===== src/rtl/flash_chunk_pkg.sv =====
package flash_chunk_pkg;

    typedef enum logic [2:0] {
        ST_IDLE,
        ST_ISSUE,
        ST_WAIT,
        ST_DONE,
        ST_ABORT
    } chunk_state_e;

    // Byte-lane mask: the top k bits are set, where k is the byte count
    // (halved on a wide bus), limited to the range 1..4.
    function automatic logic [3:0] lane_mask(input logic [3:0] nbytes, input logic wide);
        logic [3:0] k;
        k = wide ? (nbytes >> 1) : nbytes;
        if (k == 4'd0) k = 4'd1;
        if (k > 4'd4)  k = 4'd4;
        unique case (k)
            4'd1:    return 4'b1000;
            4'd2:    return 4'b1100;
            4'd3:    return 4'b1110;
            default: return 4'b1111;
        endcase
    endfunction

endpackage


===== src/rtl/chunk_sizer.sv =====
module chunk_sizer #(
    parameter int LW = 16
) (
    input  logic [LW-1:0] remaining,
    input  logic          wide,
    output logic [3:0]    size,
    output logic [3:0]    mask
);
    import flash_chunk_pkg::*;

    localparam logic [LW-1:0] R8 = LW'(8);
    localparam logic [LW-1:0] R4 = LW'(4);
    localparam logic [LW-1:0] R2 = LW'(2);
    localparam logic [LW-1:0] R1 = LW'(1);

    always_comb begin
        if (wide && remaining >= R8)  size = 4'd8;
        else if (remaining >= R4)     size = 4'd4;
        else if (remaining >= R2)     size = 4'd2;
        else if (remaining >= R1)     size = 4'd1;
        else                          size = 4'd0;
        mask = lane_mask(size, wide);
    end

endmodule


===== src/rtl/wait_timer.sv =====
module wait_timer #(
    parameter int LIMIT = 100_000_000
) (
    input  logic clk,
    input  logic rst_n,
    input  logic run,
    output logic expired
);
    localparam int CW = $clog2(LIMIT + 1);
    localparam logic [CW-1:0] LIM = CW'(LIMIT);

    logic [CW-1:0] cnt;

    assign expired = run && (cnt == LIM);

    always_ff @(posedge clk or negedge rst_n) begin
        if (!rst_n)        cnt <= '0;
        else if (!run)     cnt <= '0;
        else if (!expired) cnt <= cnt + 1'b1;
    end

endmodule


===== src/rtl/flash_chunk_ctrl.sv =====
module flash_chunk_ctrl #(
    parameter int AW             = 32,
    parameter int LW             = 16,
    parameter int TIMEOUT_CYCLES = 100_000_000
) (
    input  logic          clk,
    input  logic          rst_n,
    input  logic          req_valid,
    input  logic          req_write,
    input  logic          req_data_en,
    input  logic          req_cmd_en,
    input  logic [3:0]    req_addr_mask,
    input  logic [AW-1:0] req_addr,
    input  logic [LW-1:0] req_len,
    input  logic          bus_wide,
    input  logic          txn_done,
    output logic          txn_start,
    output logic          txn_write,
    output logic          txn_cmd_en,
    output logic [3:0]    txn_addr_mask,
    output logic [3:0]    txn_data_mask,
    output logic          txn_keep_sel,
    output logic [3:0]    txn_size,
    output logic [AW-1:0] txn_addr,
    output logic [LW-1:0] txn_buf_offset,
    output logic          engine_reset,
    output logic          busy,
    output logic          req_done,
    output logic          req_error
);
    import flash_chunk_pkg::*;

    chunk_state_e state, state_nx;

    logic          write_q, nodata_q, cmd_q, wide_q, first_q;
    logic [3:0]    amask_q;
    logic [AW-1:0] addr_q;
    logic [LW-1:0] rem_q, pos_q;
    logic [3:0]    sz_raw, mask_raw;
    logic          expired, last_chunk;

    chunk_sizer #(.LW(LW)) u_sizer (
        .remaining (rem_q),
        .wide      (wide_q),
        .size      (sz_raw),
        .mask      (mask_raw)
    );

    wait_timer #(.LIMIT(TIMEOUT_CYCLES)) u_timer (
        .clk     (clk),
        .rst_n   (rst_n),
        .run     (state == ST_WAIT),
        .expired (expired)
    );

    assign last_chunk = nodata_q || (rem_q == LW'(sz_raw));

    // state register
    always_ff @(posedge clk or negedge rst_n) begin
        if (!rst_n) state <= ST_IDLE;
        else        state <= state_nx;
    end

    // next-state logic
    always_comb begin
        state_nx = state;
        unique case (state)
            ST_IDLE:  if (req_valid) state_nx = ST_ISSUE;
            ST_ISSUE: state_nx = ST_WAIT;
            ST_WAIT: begin
                if (txn_done)     state_nx = last_chunk ? ST_DONE : ST_ISSUE;
                else if (expired) state_nx = ST_ABORT;
            end
            ST_DONE:  state_nx = ST_IDLE;
            ST_ABORT: state_nx = ST_IDLE;
            default:  state_nx = ST_IDLE;
        endcase
    end

    // request and progress registers
    always_ff @(posedge clk or negedge rst_n) begin
        if (!rst_n) begin
            write_q  <= 1'b0;
            nodata_q <= 1'b1;
            cmd_q    <= 1'b0;
            wide_q   <= 1'b0;
            first_q  <= 1'b1;
            amask_q  <= '0;
            addr_q   <= '0;
            rem_q    <= '0;
            pos_q    <= '0;
        end else if (state == ST_IDLE && req_valid) begin
            write_q  <= req_write;
            nodata_q <= !req_data_en || (req_len == '0);
            cmd_q    <= req_cmd_en;
            wide_q   <= bus_wide;
            first_q  <= 1'b1;
            amask_q  <= req_addr_mask;
            addr_q   <= req_addr;
            rem_q    <= req_len;
            pos_q    <= '0;
        end else if (state == ST_WAIT && txn_done) begin
            first_q  <= 1'b0;
            rem_q    <= rem_q - LW'(sz_raw);
            pos_q    <= pos_q + LW'(sz_raw);
        end
    end

    // outputs
    always_comb begin
        txn_start      = (state == ST_ISSUE);
        busy           = (state == ST_ISSUE) || (state == ST_WAIT);
        req_done       = (state == ST_DONE);
        req_error      = (state == ST_ABORT);
        engine_reset   = (state == ST_ABORT);
        txn_write      = write_q;
        txn_size       = nodata_q ? 4'd0 : sz_raw;
        txn_data_mask  = nodata_q ? 4'b0000 : mask_raw;
        txn_keep_sel   = write_q && !nodata_q && (rem_q > LW'(sz_raw));
        txn_cmd_en     = (write_q && !first_q) ? 1'b0 : cmd_q;
        txn_addr_mask  = (write_q && !first_q) ? 4'b0000 : amask_q;
        txn_addr       = write_q ? addr_q : (addr_q + AW'(pos_q));
        txn_buf_offset = pos_q;
    end

    AST_SIZE_ONEHOT: assert property (@(posedge clk) disable iff (!rst_n)
        (txn_start && !nodata_q) |-> $onehot(txn_size));
    AST_SIZE_FITS: assert property (@(posedge clk) disable iff (!rst_n)
        (txn_start && !nodata_q) |-> (LW'(txn_size) <= rem_q));
    AST_NARROW_CAP: assert property (@(posedge clk) disable iff (!rst_n)
        (txn_start && !wide_q) |-> (txn_size <= 4'd4));
    AST_LATER_WRITE_BARE: assert property (@(posedge clk) disable iff (!rst_n)
        (txn_start && write_q && pos_q != '0) |-> (!txn_cmd_en && txn_addr_mask == 4'b0000));
    AST_READ_NO_KEEP: assert property (@(posedge clk) disable iff (!rst_n)
        (txn_start && !write_q) |-> !txn_keep_sel);
    AST_TIMEOUT_ABORT: assert property (@(posedge clk) disable iff (!rst_n)
        (state == ST_WAIT && !txn_done && expired) |=> (req_error && engine_reset && !busy));
    AST_DONE_AFTER_TXN: assert property (@(posedge clk) disable iff (!rst_n)
        req_done |-> $past(txn_done));

endmodule


===== config.mk =====
export PLATFORM = sky130hd
export DESIGN_NAME = flash_chunk_ctrl
export DESIGN_NICKNAME = d
export VERILOG_FILES = /design/src/rtl/flash_chunk_pkg.sv /design/src/rtl/chunk_sizer.sv /design/src/rtl/wait_timer.sv /design/src/rtl/flash_chunk_ctrl.sv
export SDC_FILE = /design/constraint.sdc
export NUM_CORES = 1
export LEC_CHECK = 0
export ABC_AREA = 0
export BUFFER_PORTS_ARGS = -buffer_cell sky130_fd_sc_hd__buf_4
export CAP_MARGIN = 30
export CORE_MARGIN = 4
export CORE_UTILIZATION = 45
export CTS_CLUSTER_SIZE = 16
export DETAILED_ROUTE_END_ITERATION = 16
export GPL_TIMING_DRIVEN = 0
export PLACE_DENSITY = 0.67
export SKIP_CTS_REPAIR_TIMING = 1
export SYNTH_ARGS = -nofsm -noshare
export SYNTH_HDL_FRONTEND = slang
export SYNTH_SLANG_ARGS = --single-unit

===== constraint.sdc =====
create_clock -name clk -period 7.8 [get_ports clk]
set_input_delay 0.78 -clock clk [delete_from_list [all_inputs] [get_ports clk]]
set_output_delay 0.78 -clock clk [all_outputs]
set_load 0.05 [all_outputs]

Word level (Yosys, flattened, before mapping)

Index checks and enable logic that the tools add are counted.
W data, S select, Z words.

Register bits after elaboration: 103
Output and inout bits: 68
Word-level logic and storage cells: 77

Add/subtract/negate cells: 4
$lt $le $gt $ge: 6
Equality and inequality tests: 12
Mux-type cells: 26
Reductions and logical operators: 18

Operator list:

| cell                    | number |
|---|---|
| $mux W16                | 4 |
| $mux W27                | 2 |
| $mux W4                 | 9 |
| $add A32 B16 Y32        | 1 |
| $mux W32                | 1 |
| $add A27 B1 Y27 const B | 1 |
| $eq A27 B27 Y1 const B  | 1 |
| $pmux W3 S3             | 2 |
| $add A16 B4 Y16         | 1 |
| $eq A16 B4 Y1           | 1 |
| $ge A16 B1 Y1 const B   | 1 |
| $ge A16 B2 Y1 const B   | 1 |
| $ge A16 B3 Y1 const B   | 1 |
| $ge A16 B4 Y1 const B   | 1 |
| $gt A16 B4 Y1           | 1 |
| $logic_not A16 Y1       | 1 |
| $sub A16 B4 Y16         | 1 |
| $mux W3                 | 3 |
| $eq A4 B2 Y1 const B    | 2 |
| $logic_and A1 B1 Y1     | 7 |
| $eq A3 B2 Y1 const B    | 2 |
| $eq A4 B1 Y1 const B    | 1 |
| $gt A4 B3 Y1 const B    | 1 |
| $logic_not A4 Y1        | 1 |
| 11 further kinds        | 19 |

Logic depth before layout (Yosys ltp)

Gate-level depths: netlist (run 1).

Word-level depth: 13
Depth in mapped cells: 15
Gate-level depth less buffers: 14

Cells and area by module

A second synthesis (run 1) with hierarchy kept.

Cell total of the unflattened synthesis: 779
Area, all modules: 6562.5 µm²

By module, submodules not included:

| module           | instances | cells each | area each (µm²) |
|---|---|---|---|
| flash_chunk_ctrl | 1         | 601        | 4943.5 |
| wait_timer       | 1         | 163        | 1486.4 |
| chunk_sizer      | 1         | 15         | 132.6 |

Worst setup path after synthesis (run 1)

Ideal clock, no wire load.

Path kind: register to output
Start point: register rem_q[8]
End point: output port txn_keep_sel
Arrival: 3332 ps
Required time: 7020 ps
Path slack: 3688 ps
Cell stages (with the launch flop): 11
Cell sequence: dfrtp_1 or4_4 nor4_4 nand2_4 o21ai_2 nand2b_1 ha_1 a21o_1 a21o_1 o21ai_0 nor3_1

Word-level cells in the longest chain between the ends: 7
Elaborated cells between the ends (all ways): 11
Those cells by class: 5 x order compare; 4 x mux; 2 x reduce/logical

Ends and longest elaborated chain:

| item                    | line                    | RTL |
|---|---|---|
| from (decl)             | flash_chunk_ctrl.sv:38  | `logic [LW-1:0] rem_q, pos_q;` |
| from (signal assigned)  | flash_chunk_ctrl.sv:100 | `rem_q <= req_len;` |
| from (signal assigned)  | flash_chunk_ctrl.sv:104 | `rem_q <= rem_q - LW'(sz_raw);` |
| $ge A16 B1 Y1           | chunk_sizer.sv:20       | `else if (remaining >= R1) size = 4'd1;` |
| $mux W1                 | chunk_sizer.sv:20       |  |
| $mux W4                 | chunk_sizer.sv:19       | `else if (remaining >= R2) size = 4'd2;` |
| $mux W4                 | chunk_sizer.sv:18       | `else if (remaining >= R4) size = 4'd4;` |
| $mux W4                 | chunk_sizer.sv:17       | `if (wide && remaining >= R8) size = 4'd8;` |
| $gt A16 B4 Y1 (*)       | flash_chunk_ctrl.sv:119 | `txn_keep_sel = write_q && !nodata_q && (rem_q > LW'(sz_raw));` |
| $logic_and A1 B1 Y1 (*) | flash_chunk_ctrl.sv:119 |  |
| to (decl)               | flash_chunk_ctrl.sv:22  | `output logic txn_keep_sel,` |

Every way passes the cells marked *; elsewhere a longest branch is shown, timed or not.

Final worst setup path (run 1)

Same ends and word-level chain as after synthesis.

==> impl_metrics.ini, run 1 <==
[status]
outcome = finished, final reports clean

[cts]
path_clk_slew_ps = 70
cts_made_buffers = 9
cts_tree = built
cts_max_path_buffers = 2
clock_latency_ps = 360
h-tree-depth = 3
clock_sinks = 103
cts-root-buf = clkbuf_16

[power_and_ir_drop]
irDropWorstVdd_mv = 0.230
p_leak_nw = 3.79
total_power_w = 0.00309
power_density_nw_per_um2 = 389

[critical_path]
critical_path_required_ps = 7020
path_max_fanout = 5
arrival_ps = 3770
rr_worst_depth = 14
reg2reg_to = rem_q[12]$_DFFE_PN0P_
criticalPathCategory = reg -> out
endpoint_kind = output pin
rr_startpoint = rem_q[8]$_DFFE_PN0P_
crit_path_start_kind = flop
reg2reg_slack_ps = 3940

[logic_synthesis]
synth_edf_count = 0
yosysWarnings = 0
syn_nets = 854
synthCells = 765
syn_avg_cell_area_um2 = 8.41
yosysUniqueCellTypes = 70
netlist_area_um2 = 6430
ys_ff_latch = 103
synth_ff_type = dfrtp_1
synthArstFlopShare_pct = 100
ys_seq_area_share_pct = 40.1

[timing]
rsz0062_at_grt = no
fmaxAchievable_mhz = 220
setup_viol = 0
drv_slew = 0
fin_ws_ps = 3250
tns_ps = 0
finalHoldViolCount = 0
worst_pin_slew_ps = 736
slew_headroom_pct = 51.0
min_period_ps = 4550
finalCritPeriodShare_pct = 58.4
fin_skew_ps = 12.0

[layout]
finalNonFillerCells = 1089
nFillCells = 1343
nets = 993
antennaDiodeCount = 0
final_area_um2 = 7940
final_layout_size_suffix_gt1_share_pct = 18.8
areaGrowthSynthToFinish_pct = 23.5

[global_route]
grt_max_degree = 57
grt_overflow = 0
grt_use_total_pct = 21.7
grt_pass1_wl_um = 28400
grt_pass1_vias = 5741
antenna_found_initial = 0

[drt]
dr.pass1.iters = 5
drc_errors = 0
wire_per_inst_um = 15.8
ant_nets = 0
vias = 5953
drt_iter0_markers = 466
wl_um = 17200
avgViaCountPerCell = 5.47

[min_path]
hold_path.class = reg -> reg
holdPathStages = 2
whs_endpoint = first_q$_DFFE_PN1P_
hp-start = first_q$_DFFE_PN1P_

[placement]
io_buffers = 127
dp_hpwl_um = 13100
gp_congestion = 0.865
dpl_cell_area_um2 = 7640
place_ws_ps = 3630
placedCellCount = 1073

[floorplanning]
io-pin-count = 128
row_count = 43
dieHeight_um = 128
start_util_pct = 46.2
core_area_um2 = 13900
dieArea_um2 = 16300
die_w_um = 128

[flow_run]
cap_violations = 0
[area by class of cell]
cell class	instances	area [um^2]	share of cell area [%]
plain buffers	31	131	1.65
clock buffers	10	229	2.88
clock inverters	6	76.3	0.961
inverters	20	75.1	0.945
multi-input cells	611	3650	45.9
flip-flops and latches	103	2580	32.5
well taps	180	225	2.84
repair buffers	128	981	12.3
[metal layers]
metal / GRT usage [%] / share of wire [%] / vias up
met5: 0 / 0 / -
met4: 4.98 / 1.4 / 0
met3: 5.14 / 5.2 / 19
met2: 34.6 / 46 / 140
met1: 30.0 / 47 / 2853
li1: - / - / 2941
[cell usage after synthesis (3+ instances only)]
cell type | n | area (um^2)
or2_2 | 4 | 25.0
o22ai_1 | 3 | 18.8
o21ai_0 | 35 | 175
nor3_1 | 15 | 75.1
a22oi_1 | 4 | 30.0
a221o_1 | 6 | 60.1
fa_1 | 3 | 60.1
buf_4 | 3 | 22.5
xor2_1 | 34 | 298
nor4b_1 | 3 | 26.3
or3_1 | 8 | 50.1
clkbuf_1 | 23 | 86.3
a21o_1 | 11 | 82.6
nand2b_1 | 4 | 25.0
nand2_1 | 179 | 672
nor4_1 | 10 | 62.6
and2_1 | 12 | 75.1
xnor2_1 | 27 | 236
o221ai_1 | 3 | 26.3
o211ai_1 | 9 | 67.6
nand3_1 | 28 | 140
and3_1 | 11 | 68.8
and4_1 | 4 | 35.0
dfrtp_1 | 101 | 2530
mux2_2 | 3 | 33.8
ha_1 | 26 | 325
nor3b_1 | 4 | 30.0
nor2_1 | 73 | 274
o31ai_1 | 4 | 30.0
a21boi_0 | 3 | 22.5
nand4_1 | 13 | 81.3
a21oi_1 | 32 | 160
inv_1 | 19 | 71.3
[worst max path at each step]
stage | start | cells past startpoint | slack, ps | endpoint
2_1_floorplan | rem_q[8]$_DFFE_PN0P_ | 10 | 3690 | txn_keep_sel
3_3_place_gp | rem_q[8]$_DFFE_PN0P_ | 13 | 3620 | txn_keep_sel
3_5_place_dp | rem_q[8]$_DFFE_PN0P_ | 13 | 3630 | txn_keep_sel
4_1_cts | rem_q[8]$_DFFE_PN0P_ | 13 | 3250 | txn_keep_sel
5_1_grt | rem_q[8]$_DFFE_PN0P_ | 13 | 3040 | txn_keep_sel
6_report | rem_q[8]$_DFFE_PN0P_ | 13 | 3250 | txn_keep_sel
[worst max-delay path, cell delays in order (launching register included)]
cell	delay (ps)
dfrtp_1	430
or4_4	560
nor4_4	290
nand2_4	140
nor3_4	180
nor3b_2	280
ha_1	210
inv_1	60
fa_1	400
a21o_1	210
a21o_1	190
o21ai_0	140
nor3_1	90
buf_4	220
[power breakdown]
part | internal, W | total (W) | switching [W]
logic | 0.000562 | 0.00177 | 0.00121
clock network | 0.000255 | 0.000469 | 0.000214
registers | 0.000694 | 0.000851 | 0.000157
total | 0.00151 | 0.00309 | 0.00158
[registers in the layout, summed over array words and instances, names as in the netlist]
signal / count
addr_q: 32
amask_q: 4
cmd_q: 1
first_q: 1
nodata_q: 1
rem_q: 16
state: 3
txn_buf_offset: 16
txn_write: 1
u_timer.cnt: 27
wide_q: 1
[cells in the final DEF, fill, tap and decap left out, types with 11 or more instances in the layout]
cell	count
inv_1	19
nand3_1	28
a21o_1	11
nor3_1	15
buf_4	130
xor2_1	34
nand2_1	179
and2_1	12
xnor2_1	27
nand4_1	13
nor2_1	73
dfrtp_1	101
clkbuf_1	24
o21ai_0	35
ha_1	26
a21oi_1	32
and3_1	11
[kinds of logic (layout without fill, tap and decap cells)]
logic type	count (synthesis)	after routing	synth area share [%]
compound gates	132	132	13.5
xor+xnor	61	61	8.31
fa+ha+maj	29	29	5.99
buf+inv	51	195	3.21
flops	103	103	40.1
mux	3	3	0.525
simple gates	386	386	28.3
[per-stage QoR]
step / util (%) / hold slack (ps)
global placement: 54.6 / 449
finish: 57.0 / 460
global route: 57.0 / 489
detailed placement: 54.8 / 448
CTS: 57.0 / 461
floorplan: - / 436
No activity file was read; power rests on OpenSTA's default activity.
==> inputs of run 2 (changes only) <==
==> constraint.sdc (replaced) <==
create_clock -name clk -period 4.2 [get_ports clk]
set_input_delay 0.42 -clock clk [delete_from_list [all_inputs] [get_ports clk]]
set_output_delay 0.42 -clock clk [all_outputs]
set_load 0.05 [all_outputs]
==> run 2 against run 1 <==
  * Cell area grew 1.1%
  * Core utilization is 0.64 points higher
  * Register-to-register slack got worse by 3700 ps
  * Setup slack worse by 3200 ps
  * Die area did not move
  * Global-route usage did not move
  * Clock skew about the same
  * Clock power grew 86%
  * Count of clock-buffer cells in the layout unchanged
  * First-iteration DRC count decreased by 3.2%
  * Critical path type unchanged
==> impl_metrics.ini, run 2 (synthesized netlist as in run 1, its figures left out) <==
[min_path]
hold_path.class = in -> async

[cts]
cts_made_buffers = 9
path_clk_slew_ps = 80
clock_latency_ps = 360
cts_max_path_buffers = 2
cts-root-buf = clkbuf_16
cts_tree = built
h-tree-depth = 3
clock_sinks = 103

[drt]
wl_um = 17400
dr.pass1.iters = 5
ant_nets = 0
drt_iter0_markers = 451
avgViaCountPerCell = 5.44
wire_per_inst_um = 15.8
vias = 5968
drc_errors = 0

[power_and_ir_drop]
p_leak_nw = 3.83
irDropWorstVdd_mv = 0.427
power_density_nw_per_um2 = 723

[layout]
finalNonFillerCells = 1097
layout_commonest_cell = nand2_1
nFillCells = 1331
nets = 1001
top_register = addr_q
areaGrowthSynthToFinish_pct = 24.9
reg_top3 = addr_q x32, u_timer.cnt x27
final_util_pct = 57.6
seqCellArea_um2 = 2580
layout_common_cells = 179 x nand2_1, 137 x buf_4, 101 x dfrtp_1, 73 x nor2_1
largest_register_ffs = 32
antennaDiodeCount = 0
final_layout_size_suffix_gt1_share_pct = 20.2
multi_input_area_um2 = 3670

[critical_path]
rr_worst_depth = 14
endpoint_kind = output pin
path_max_fanout = 5
reg2reg_to = rem_q[12]$_DFFE_PN0P_
rr_startpoint = rem_q[9]$_DFFE_PN0P_
crit_path_start = rem_q[9]$_DFFE_PN0P_
arrival_ps = 3760
critical_path_required_ps = 3780
criticalPathCategory = reg -> out
reg2reg_slack_ps = 260
crit_path_start_kind = flop

[timing]
finalHoldViolCount = 0
timing.hold.ws_ps = 112
slew_headroom_pct = 50.7
setup_viol = 0
drv_slew = 0
finalCritPeriodShare_pct = 99.5
fin_skew_ps = 12.0
rsz0062_at_grt = yes
min_period_ps = 4180
fmaxAchievable_mhz = 239
worst_pin_slew_ps = 740

[status]
outcome = finished, final reports clean

[global_route]
grt_overflow = 0
grt_pass1_wl_um = 28400
grt_max_degree = 57
antenna_found_initial = 0
grt_pass1_vias = 5741
grt_use_total_pct = 21.7

[placement]
placedCellCount = 1073
gp_congestion = 0.865
dp_hpwl_um = 13100
io_buffers = 127

[floorplanning]
die_w_um = 128
core_area_um2 = 13900
row_count = 43
io-pin-count = 128
start_util_pct = 46.2
dieHeight_um = 128
dieArea_um2 = 16300

[flow_run]
cap_violations = 0
## run 2: cell types whose count changed in the layout (fill, tap and decap cells not counted), sizes merged
cell	change
buf	+8
## run 2: layer usage
| metal | track usage [%] | part of all wire, % |
|---|---|---|
| met5 | 0 | 0 |
| met4 | 4.98 | 1.1 |
| met3 | 5.14 | 5.8 |
| met2 | 34.6 | 46 |
| met1 | 30.0 | 47 |
## run 2: worst max-delay path by stage
stage | slack [ps] | endpoint
after floorplan | 450 | txn_keep_sel
after global placement | 340 | rem_q[12]$_DFFE_PN0P_
after detailed placement | 350 | rem_q[12]$_DFFE_PN0P_
after CTS | 10 | txn_keep_sel
after global routing | -150 | txn_keep_sel
final | 20 | txn_keep_sel
## run 2: critical path, stage by stage (launching register included)
cell and delay (ps):
dfrtp_1 400, or4_4 560, nor4_4 430, nand2_4 140, nor3_4 260, nor3b_4 270, ha_2 220, inv_2 40
fa_2 340, a21o_1 190, a21o_1 180, o21ai_2 120, nor3_2 70, buf_6 180
## run 2: final cells by class
cell class / instances / share of cell area, %
Multi-Input combinational cell: 611 / 45.7
Sequential cell: 103 / 32.1
Timing Repair Buffer: 136 / 13.0
Clock buffer: 10 / 2.85
Tap cell: 180 / 2.80
Buffer: 31 / 1.64
Clock inverter: 6 / 0.950
Inverter: 20 / 0.935
## run 2: per-stage QoR
| step | power (W) | instance area [um^2] | TNS, ps | setup WS (ps) |
|---|---|---|---|---|
| final | 0.00581 | 8030 | 0 | 20.4 |
| after global routing | 0.00621 | 8030 | -153 | -153 |
| after CTS | 0.00577 | 7940 | 0 | 10.8 |
| after detailed placement | 0.00488 | 7640 | 0 | 352 |
| after global placement | 0.00484 | 7610 | 0 | 339 |
| after floorplan | 0.00389 | 6430 | 0 | 448 |
## run 2: where the power goes
part / switching [W] / internal [W]
combinational: 0.00227 / 0.00108
clock: 0.000398 / 0.000473
sequential: 0.000291 / 0.00129
